File: src/rtl/pic_dec_pkg.sv
package pic_dec_pkg;
  typedef enum logic [1:0] {SEQ_RUN = 2'd0, SEQ_W2 = 2'd1, SEQ_W3 = 2'd2, SEQ_W4 = 2'd3} seq_e;

  typedef struct packed {
    logic eoi_any;
    logic eoi_one;
    logic rotate;
    logic set_prio;
  } cmd_stb_t;

  // control-address bit roles
  localparam int B_START  = 4;
  localparam int B_WANT4  = 0;
  localparam int B_SOLO   = 1;
  localparam int B_LEVEL  = 3;
  localparam int B_NEST   = 4;
  localparam int B_AUTO   = 1;
  localparam int B_SELCMD = 3;
  localparam int B_POLL   = 2;
  localparam int B_RDEN   = 1;
  localparam int B_RDSEL  = 0;
  localparam int B_SMEN   = 6;
  localparam int B_SMVAL  = 5;
  localparam int B_ROTAE  = 7;
  localparam int CMD_LSB  = 5;
endpackage

File: src/rtl/pic_init_seq.sv
module pic_init_seq
  import pic_dec_pkg::*;
#(
  parameter int DATA_W = 8,
  parameter int LINE_W = 3,
  parameter int N_LINES = 8
) (
  input  logic               clk_i,
  input  logic               rst_ni,
  input  logic               ctl_wr_i,
  input  logic               dat_wr_i,
  input  logic [DATA_W-1:0]  wdata_i,
  output logic               init_hit_o,
  output seq_e               seq_o,
  output logic [DATA_W-1:0]  vec_base_o,
  output logic               sfnm_o,
  output logic               aeoi_o,
  output logic               unsup_o,
  output logic               init_clr_o,
  output logic [N_LINES-1:0] imr_o
);
  localparam logic [DATA_W-1:0] LOW_MASK = DATA_W'((1 << LINE_W) - 1);

  function automatic logic [DATA_W-1:0] f_vec_base(input logic [DATA_W-1:0] d);
    return d & ~LOW_MASK;
  endfunction

  function automatic logic f_unsup(input logic [DATA_W-1:0] d);
    return d[B_SOLO] | d[B_LEVEL];
  endfunction

  seq_e seq_q;
  logic need4_q;

  assign init_hit_o = ctl_wr_i && wdata_i[B_START];
  assign seq_o      = seq_q;

  always_ff @(posedge clk_i or negedge rst_ni) begin
    if (!rst_ni) begin
      seq_q      <= SEQ_RUN;
      need4_q    <= 1'b0;
      vec_base_o <= '0;
      sfnm_o     <= 1'b0;
      aeoi_o     <= 1'b0;
      unsup_o    <= 1'b0;
      init_clr_o <= 1'b0;
      imr_o      <= '0;
    end else begin
      init_clr_o <= init_hit_o;
      if (init_hit_o) begin
        seq_q      <= SEQ_W2;
        need4_q    <= wdata_i[B_WANT4];
        unsup_o    <= f_unsup(wdata_i);
        vec_base_o <= '0;
        sfnm_o     <= 1'b0;
        aeoi_o     <= 1'b0;
        imr_o      <= '0;
      end else if (dat_wr_i) begin
        case (seq_q)
          SEQ_RUN: imr_o <= wdata_i[N_LINES-1:0];
          SEQ_W2: begin
            vec_base_o <= f_vec_base(wdata_i);
            seq_q      <= SEQ_W3;
          end
          SEQ_W3: seq_q <= need4_q ? SEQ_W4 : SEQ_RUN;
          SEQ_W4: begin
            sfnm_o <= wdata_i[B_NEST];
            aeoi_o <= wdata_i[B_AUTO];
            seq_q  <= SEQ_RUN;
          end
          default: seq_q <= SEQ_RUN;
        endcase
      end
    end
  end

  p_init_enter_r2: assert property (@(posedge clk_i) disable iff (!rst_ni)
    init_hit_o |=> (seq_q == SEQ_W2) && (imr_o == '0) && init_clr_o);

  p_w4_needs_req_r4: assert property (@(posedge clk_i) disable iff (!rst_ni)
    (seq_q == SEQ_W4) |-> need4_q);

  p_mask_frozen_r5: assert property (@(posedge clk_i) disable iff (!rst_ni)
    (seq_q != SEQ_RUN) && !init_hit_o |=> $stable(imr_o));

  p_unsup_holds_r11: assert property (@(posedge clk_i) disable iff (!rst_ni)
    !init_hit_o |=> $stable(unsup_o));
endmodule

File: src/rtl/pic_cmd_dec.sv
module pic_cmd_dec
  import pic_dec_pkg::*;
#(
  parameter int DATA_W = 8,
  parameter int LINE_W = 3
) (
  input  logic              clk_i,
  input  logic              rst_ni,
  input  logic              ctl_wr_i,
  input  logic              init_hit_i,
  input  logic [DATA_W-1:0] wdata_i,
  output logic              poll_set_o,
  output logic              rr_sel_o,
  output logic              spec_mask_o,
  output logic              rot_aeoi_o,
  output cmd_stb_t          stb_o,
  output logic [LINE_W-1:0] cmd_line_o
);
  function automatic cmd_stb_t f_cmd(input logic [2:0] code);
    cmd_stb_t s;
    s = '0;
    case (code)
      3'd1: s.eoi_any = 1'b1;
      3'd5: begin s.eoi_any = 1'b1; s.rotate = 1'b1; end
      3'd3: s.eoi_one = 1'b1;
      3'd7: begin s.eoi_one = 1'b1; s.rotate = 1'b1; end
      3'd6: s.set_prio = 1'b1;
      default: s = '0;
    endcase
    return s;
  endfunction

  logic       sel_cmd;
  logic       op_cmd;
  logic [2:0] code;

  assign sel_cmd    = ctl_wr_i && !wdata_i[B_START] && wdata_i[B_SELCMD];
  assign op_cmd     = ctl_wr_i && !wdata_i[B_START] && !wdata_i[B_SELCMD];
  assign code       = wdata_i[CMD_LSB +: 3];
  assign poll_set_o = sel_cmd && wdata_i[B_POLL];

  always_ff @(posedge clk_i or negedge rst_ni) begin
    if (!rst_ni) begin
      rr_sel_o    <= 1'b0;
      spec_mask_o <= 1'b0;
      rot_aeoi_o  <= 1'b0;
      stb_o       <= '0;
      cmd_line_o  <= '0;
    end else begin
      stb_o <= op_cmd ? f_cmd(code) : '0;
      if (init_hit_i) begin
        rr_sel_o    <= 1'b0;
        spec_mask_o <= 1'b0;
        rot_aeoi_o  <= 1'b0;
      end else if (sel_cmd) begin
        if (wdata_i[B_RDEN]) rr_sel_o <= wdata_i[B_RDSEL];
        if (wdata_i[B_SMEN]) spec_mask_o <= wdata_i[B_SMVAL];
      end else if (op_cmd) begin
        cmd_line_o <= wdata_i[LINE_W-1:0];
        if (code[1:0] == 2'b00) rot_aeoi_o <= wdata_i[B_ROTAE];
      end
    end
  end

  p_stb_excl_r7: assert property (@(posedge clk_i) disable iff (!rst_ni)
    $onehot0({stb_o.eoi_any, stb_o.eoi_one, stb_o.set_prio}));

  p_rotate_qual_r7: assert property (@(posedge clk_i) disable iff (!rst_ni)
    stb_o.rotate |-> (stb_o.eoi_any || stb_o.eoi_one));

  p_stb_from_write_r7: assert property (@(posedge clk_i) disable iff (!rst_ni)
    !ctl_wr_i |=> (stb_o == '0));
endmodule

File: src/rtl/pic_rd_port.sv
module pic_rd_port #(
  parameter int DATA_W = 8,
  parameter int LINE_W = 3,
  parameter int N_LINES = 8
) (
  input  logic               clk_i,
  input  logic               rst_ni,
  input  logic               rd_i,
  input  logic               addr_i,
  input  logic               rr_sel_i,
  input  logic [N_LINES-1:0] imr_i,
  input  logic [N_LINES-1:0] irr_i,
  input  logic [N_LINES-1:0] isr_i,
  input  logic               pend_vld_i,
  input  logic [LINE_W-1:0]  pend_line_i,
  input  logic               poll_set_i,
  input  logic               poll_kill_i,
  output logic               poll_armed_o,
  output logic [DATA_W-1:0]  rd_data_o,
  output logic               rd_valid_o,
  output logic               poll_clr_o,
  output logic [LINE_W-1:0]  poll_line_o
);
  localparam logic [DATA_W-1:0] IDLE_POLL = DATA_W'((1 << LINE_W) - 1);

  function automatic logic [DATA_W-1:0] f_poll_byte(input logic vld, input logic [LINE_W-1:0] ln);
    return vld ? DATA_W'(ln) : IDLE_POLL;
  endfunction

  function automatic logic [DATA_W-1:0] f_reg_byte(input logic a, input logic sel,
      input logic [N_LINES-1:0] m, input logic [N_LINES-1:0] p, input logic [N_LINES-1:0] s);
    if (a) return DATA_W'(m);
    return sel ? DATA_W'(s) : DATA_W'(p);
  endfunction

  logic poll_q;
  assign poll_armed_o = poll_q;

  always_ff @(posedge clk_i or negedge rst_ni) begin
    if (!rst_ni) begin
      poll_q      <= 1'b0;
      rd_data_o   <= '0;
      rd_valid_o  <= 1'b0;
      poll_clr_o  <= 1'b0;
      poll_line_o <= '0;
    end else begin
      rd_valid_o <= rd_i;
      poll_clr_o <= 1'b0;
      if (poll_kill_i)     poll_q <= 1'b0;
      else if (poll_set_i) poll_q <= 1'b1;
      else if (rd_i)       poll_q <= 1'b0;
      if (rd_i) begin
        if (poll_q) begin
          rd_data_o <= f_poll_byte(pend_vld_i, pend_line_i);
          if (pend_vld_i) begin
            poll_clr_o  <= 1'b1;
            poll_line_o <= pend_line_i;
          end
        end else begin
          rd_data_o <= f_reg_byte(addr_i, rr_sel_i, imr_i, irr_i, isr_i);
        end
      end
    end
  end

  p_rd_latency_r10: assert property (@(posedge clk_i) disable iff (!rst_ni)
    rd_i |=> rd_valid_o);

  p_poll_disarm_r9: assert property (@(posedge clk_i) disable iff (!rst_ni)
    rd_i && poll_q && !poll_set_i |=> !poll_q);

  p_poll_clr_src_r9: assert property (@(posedge clk_i) disable iff (!rst_ni)
    poll_clr_o |-> rd_valid_o);
endmodule

File: src/rtl/pic_prog_decoder.sv
module pic_prog_decoder
  import pic_dec_pkg::*;
#(
  parameter int DATA_W  = 8,
  parameter int N_LINES = 8,
  localparam int LINE_W = $clog2(N_LINES)
) (
  input  logic               clk_i,
  input  logic               rst_ni,
  input  logic               addr_i,
  input  logic [DATA_W-1:0]  wdata_i,
  input  logic               wr_i,
  input  logic               rd_i,
  input  logic [N_LINES-1:0] irr_i,
  input  logic [N_LINES-1:0] isr_i,
  input  logic               pend_vld_i,
  input  logic [LINE_W-1:0]  pend_line_i,
  output logic [DATA_W-1:0]  vec_base_o,
  output logic               sfnm_o,
  output logic               aeoi_o,
  output logic               rot_aeoi_o,
  output logic               spec_mask_o,
  output logic [N_LINES-1:0] imr_o,
  output logic               init_busy_o,
  output logic               unsup_o,
  output logic               init_clr_o,
  output logic               eoi_nonspec_o,
  output logic               eoi_spec_o,
  output logic               rotate_o,
  output logic               set_prio_o,
  output logic [LINE_W-1:0]  cmd_line_o,
  output logic               poll_clr_o,
  output logic [LINE_W-1:0]  poll_line_o,
  output logic [DATA_W-1:0]  rd_data_o,
  output logic               rd_valid_o
);
  logic     ctl_wr;
  logic     dat_wr;
  logic     init_hit;
  seq_e     seq;
  logic     poll_set;
  logic     rr_sel;
  logic     poll_armed;
  cmd_stb_t stb;

  assign ctl_wr = wr_i && !addr_i;
  assign dat_wr = wr_i && addr_i;

  pic_init_seq #(.DATA_W(DATA_W), .LINE_W(LINE_W), .N_LINES(N_LINES)) u_seq (
    .clk_i(clk_i), .rst_ni(rst_ni), .ctl_wr_i(ctl_wr), .dat_wr_i(dat_wr),
    .wdata_i(wdata_i), .init_hit_o(init_hit), .seq_o(seq),
    .vec_base_o(vec_base_o), .sfnm_o(sfnm_o), .aeoi_o(aeoi_o),
    .unsup_o(unsup_o), .init_clr_o(init_clr_o), .imr_o(imr_o)
  );

  pic_cmd_dec #(.DATA_W(DATA_W), .LINE_W(LINE_W)) u_cmd (
    .clk_i(clk_i), .rst_ni(rst_ni), .ctl_wr_i(ctl_wr), .init_hit_i(init_hit),
    .wdata_i(wdata_i), .poll_set_o(poll_set), .rr_sel_o(rr_sel),
    .spec_mask_o(spec_mask_o), .rot_aeoi_o(rot_aeoi_o), .stb_o(stb),
    .cmd_line_o(cmd_line_o)
  );

  pic_rd_port #(.DATA_W(DATA_W), .LINE_W(LINE_W), .N_LINES(N_LINES)) u_rd (
    .clk_i(clk_i), .rst_ni(rst_ni), .rd_i(rd_i), .addr_i(addr_i),
    .rr_sel_i(rr_sel), .imr_i(imr_o), .irr_i(irr_i), .isr_i(isr_i),
    .pend_vld_i(pend_vld_i), .pend_line_i(pend_line_i),
    .poll_set_i(poll_set), .poll_kill_i(init_hit), .poll_armed_o(poll_armed),
    .rd_data_o(rd_data_o), .rd_valid_o(rd_valid_o),
    .poll_clr_o(poll_clr_o), .poll_line_o(poll_line_o)
  );

  assign init_busy_o   = (seq != SEQ_RUN);
  assign eoi_nonspec_o = stb.eoi_any;
  assign eoi_spec_o    = stb.eoi_one;
  assign rotate_o      = stb.rotate;
  assign set_prio_o    = stb.set_prio;

  p_init_disarms_poll_r2: assert property (@(posedge clk_i) disable iff (!rst_ni)
    init_hit |=> !poll_armed && init_busy_o);

  p_ctl_no_mask_r5: assert property (@(posedge clk_i) disable iff (!rst_ni)
    ctl_wr && !init_hit |=> $stable(imr_o));
endmodule

File: config.mk
export PLATFORM = sky130hd
export DESIGN_NAME = pic_prog_decoder
export DESIGN_NICKNAME = d
export VERILOG_FILES = /design/src/rtl/pic_dec_pkg.sv /design/src/rtl/pic_init_seq.sv /design/src/rtl/pic_cmd_dec.sv /design/src/rtl/pic_rd_port.sv /design/src/rtl/pic_prog_decoder.sv
export SDC_FILE = /design/constraint.sdc
export NUM_CORES = 1
export LEC_CHECK = 0
export ABC_AREA = 0
export ABC_CLOCK_PERIOD_IN_PS = 1990
export BUFFER_PORTS_ARGS = -buffer_cell sky130_fd_sc_hd__buf_2
export CORE_UTILIZATION = 29
export CTS_CLUSTER_SIZE = 20
export DETAILED_ROUTE_END_ITERATION = 8
export PLACE_DENSITY = 0.55
export SLEW_MARGIN = 25
export SYNTH_ARGS = -nofsm -noshare
export SYNTH_HDL_FRONTEND = slang
export SYNTH_SLANG_ARGS = --single-unit
File: constraint.sdc
create_clock -name clk_i -period 1.99 [get_ports clk_i]
set_clock_uncertainty 0.05 [all_clocks]
set_input_delay 0.2985 -clock clk_i [delete_from_list [all_inputs] [get_ports clk_i]]
set_output_delay 0.2985 -clock clk_i [all_outputs]
set_load 0.03 [all_outputs]
==> impl_metrics.toml <==
[detailed_routing]
ant_nets = 0
route.detailed.wl_per_inst_um = 14.03
dr.max_layer_used = "met4"
wirelength_mm = 5.317
drc = 0
vias = 1778
vias_per_cell = 4.691
dr.pass1.iters = 4
met1_length_mm = 2.593
dr_wl_met2_mm = 2.321
wl_met3_um = 358
initialDrtViolationCount = 113

[die]
start_util = 0.3013
fp-row-count = 31
die_h_um = 89.04
die_area_um2 = 7928
die_w_um = 89.04
io_pins = 76
coreArea_um2 = 7292

[final_layout]
fillers = 771
multi_input_area_um2 = 913.4
seq_area_um2 = 1101
final_area_um2 = 2719
drive_above_1_share = 0.3500
final_util = 0.3729
area_growth_pct = 23.75
antenna_cells = 0
layout.nets = 317

[power_and_ir_drop]
peakVddDrop_mv = 0.4270
pwr_density_cell_nw_per_um2 = 1216
power.static_leakage_nw = 1.375
p_total_mw = 3.307

[timing]
period_share = 0.8523
hold_viol_final = 0
fin_setup_tns_ns = 0
max-slew-margin-rel = 0.6372
fin_crit_ns = 1.696
slew_viol_final = 0
max_freq_mhz = 589.6
setup_viol = 0
setup_slack_ns = 0.2940
worstMarginPinSlew_ns = 0.5442
rsz0062_at_grt = "no"

[global_routing]
grt_use_total = 0.1399
grt_max_degree = 24
grt_pass1_wl_mm = 8.383
antenna_found_initial = 0
grt_overflow = 0
first_global_vias = 1679

[synth]
synth_cells = 212
ys_async_sr_fraction = 1.000
ys_ff_latch = 44
synth_edf_count = 0
synth_ff_type = "dfrtp_1"
ys_seq_area_frac = 0.5011
syn_avg_cell_area_um2 = 10.36
ys_warn_count = 0
syn_area_um2 = 2197
synth_cell_types = 37

[placement]
place_congestion = 0.7669
placed_area_um2 = 2631
place_ws_ns = 0.3118
place_hpwl_mm = 3.892
io_buffers = 72

[critical_path]
regToRegSetupSlack_ns = 0.40
worst_setup_path_end_kind = "primary output"
crit_path_start_kind = "register"
crit_type = "reg -> out"
critPathRequiredTime_ns = 1.64
reg2reg_depth = 5
cp.arrival_ns = 1.35
cp_max_fo = 7

[flow_run]
cap_violations = 0

[clock_network]
clk_latency_ns = 0.29
clk_pin_slew_ns = 0.08
postCtsHoldBufs = 1
cts_resized = 0
htree_num_levels = 2
cts_buffer_depth = 2
postCtsSetupRepairBufs = 0
cts_root_buffer = "clkbuf_8"
cts.sinks = 44
cts_made_buffers = 5
cts_tree = "yes"

[status]
status = "complete, no violations"

[hold_path]
hold_depth = 1
hp-class = "in -> reg"
==> synth_stat cells, types with 2 or more instances <==
master / number / area share
o21ai_0: 19 / 0.043
nor2b_1: 6 / 0.017
nor2_1: 3 / 0.0051
nand2_1: 8 / 0.014
a21oi_1: 8 / 0.018
ha_1: 4 / 0.023
o221ai_1: 3 / 0.012
dfrtp_1: 44 / 0.50
inv_1: 23 / 0.039
a211o_1: 5 / 0.020
nand2b_1: 5 / 0.014
mux2i_1: 5 / 0.023
buf_4: 5 / 0.017
mux2_2: 11 / 0.056
buf_2: 5 / 0.011
and3_1: 2 / 0.0057
a22o_1: 13 / 0.052
nand4_1: 7 / 0.020
nand3_1: 12 / 0.027
clkbuf_1: 7 / 0.012
==> metal layers <==
metal | up-vias | global-route usage
met5 | - | 0
met4 | 0 | 0.03463
met3 | 6 | 0.04432
met2 | 56 | 0.2112
met1 | 842 | 0.1956
li1 | 874 | -
==> metrics by stage <==
| step | std cells | hold WS, ns |
|---|---|---|
| detailed placement | 371 | 0.2654 |
| global placement | 371 | 0.2692 |
| finish | 379 | 0.1678 |
| floorplan | 214 | -0.04709 |
| CTS | 379 | 0.1644 |
| global route | 379 | 0.1657 |
==> layout make-up <==
cell class,count,area share
Clock buffer,6,0.02669
Clock inverter,1,0.001841
Inverter,24,0.03313
Multi-Input combinational cell,128,0.3359
Sequential cell,44,0.4050
Tap cell,99,0.04556
Timing Repair Buffer,77,0.1519
==> layout by cell type (no fill, tap or decap), drive strengths merged <==
cell type and instances:
a211o 5, a21boi 1, a21oi 9, a22o 13, a31oi 1, a32oi 1
a41oi 1, and2b 1, and3 2, and4b 1, buf 76, clkbuf 6
clkinv 1, conb 3, dfrtp 44, dlygate4sd3 1, ha 4, inv 24
mux2 11, mux2i 5, nand2 8, nand2b 5, nand3 12, nand3b 1
nand4 7, nor2 3, nor2b 6, nor3 1, nor4b 1, o21ai 20
o221ai 3, o31a 1, o31ai 1, or2 1
==> cells by family after synthesis <==
logic type | synth area share
adder cells (fa/ha/maj) | 0.02278
buffers and inverters | 0.08656
AND/OR/NAND/NOR | 0.1304
AO/OA/AOI/OAI | 0.1783
flip-flops | 0.5011
multiplexers | 0.07916
other | 0.001707
==> worst max-delay path, stage by stage (launching register included) <==
cell and delay, ns:
dfrtp_1 0.41, inv_1 0.10, ha_1 0.29, inv_1 0.08
buf_2 0.18
==> where the power goes <==
group          total [mW]  switching [mW]  internal (mW)
sequential           1.32           0.177           1.14
clock               0.530           0.291          0.239
combinational        1.46           0.951          0.507
total                3.31            1.42           1.89
==> registers in the layout, summed over array words and instances (netlist names), 2 cells and up <==
signal            flops
u_rd.poll_line_o      3
u_seq.imr_o           8
u_rd.rd_data_o        8
u_cmd.cmd_line_o      3
u_seq.seq_o           2
u_seq.vec_base_o      5
u_cmd.stb_o           4
==> worst paths after layout <==
| check | startpoint | endpoint |
|---|---|---|
| worst max register to register | u_seq.seq_o[0]$_DFFE_PN0P_ | u_seq.imr_o[3]$_DFFE_PN0P_ |
| max in group asynchronous | rst_ni | u_cmd.cmd_line_o[0]$_DFFE_PN0P_ |
| min in group asynchronous | rst_ni | u_rd.rd_data_o[5]$_DFFE_PN0P_ |
| worst min-delay path | rd_i | u_rd.rd_valid_o$_DFF_PN0_ |
| worst min register to register | u_seq.unsup_o$_DFFE_PN0P_ | u_seq.unsup_o$_DFFE_PN0P_ |
| worst max-delay path | u_seq.seq_o[0]$_DFFE_PN0P_ | init_busy_o |
Note: power is estimated with default switching activity, not from simulation.
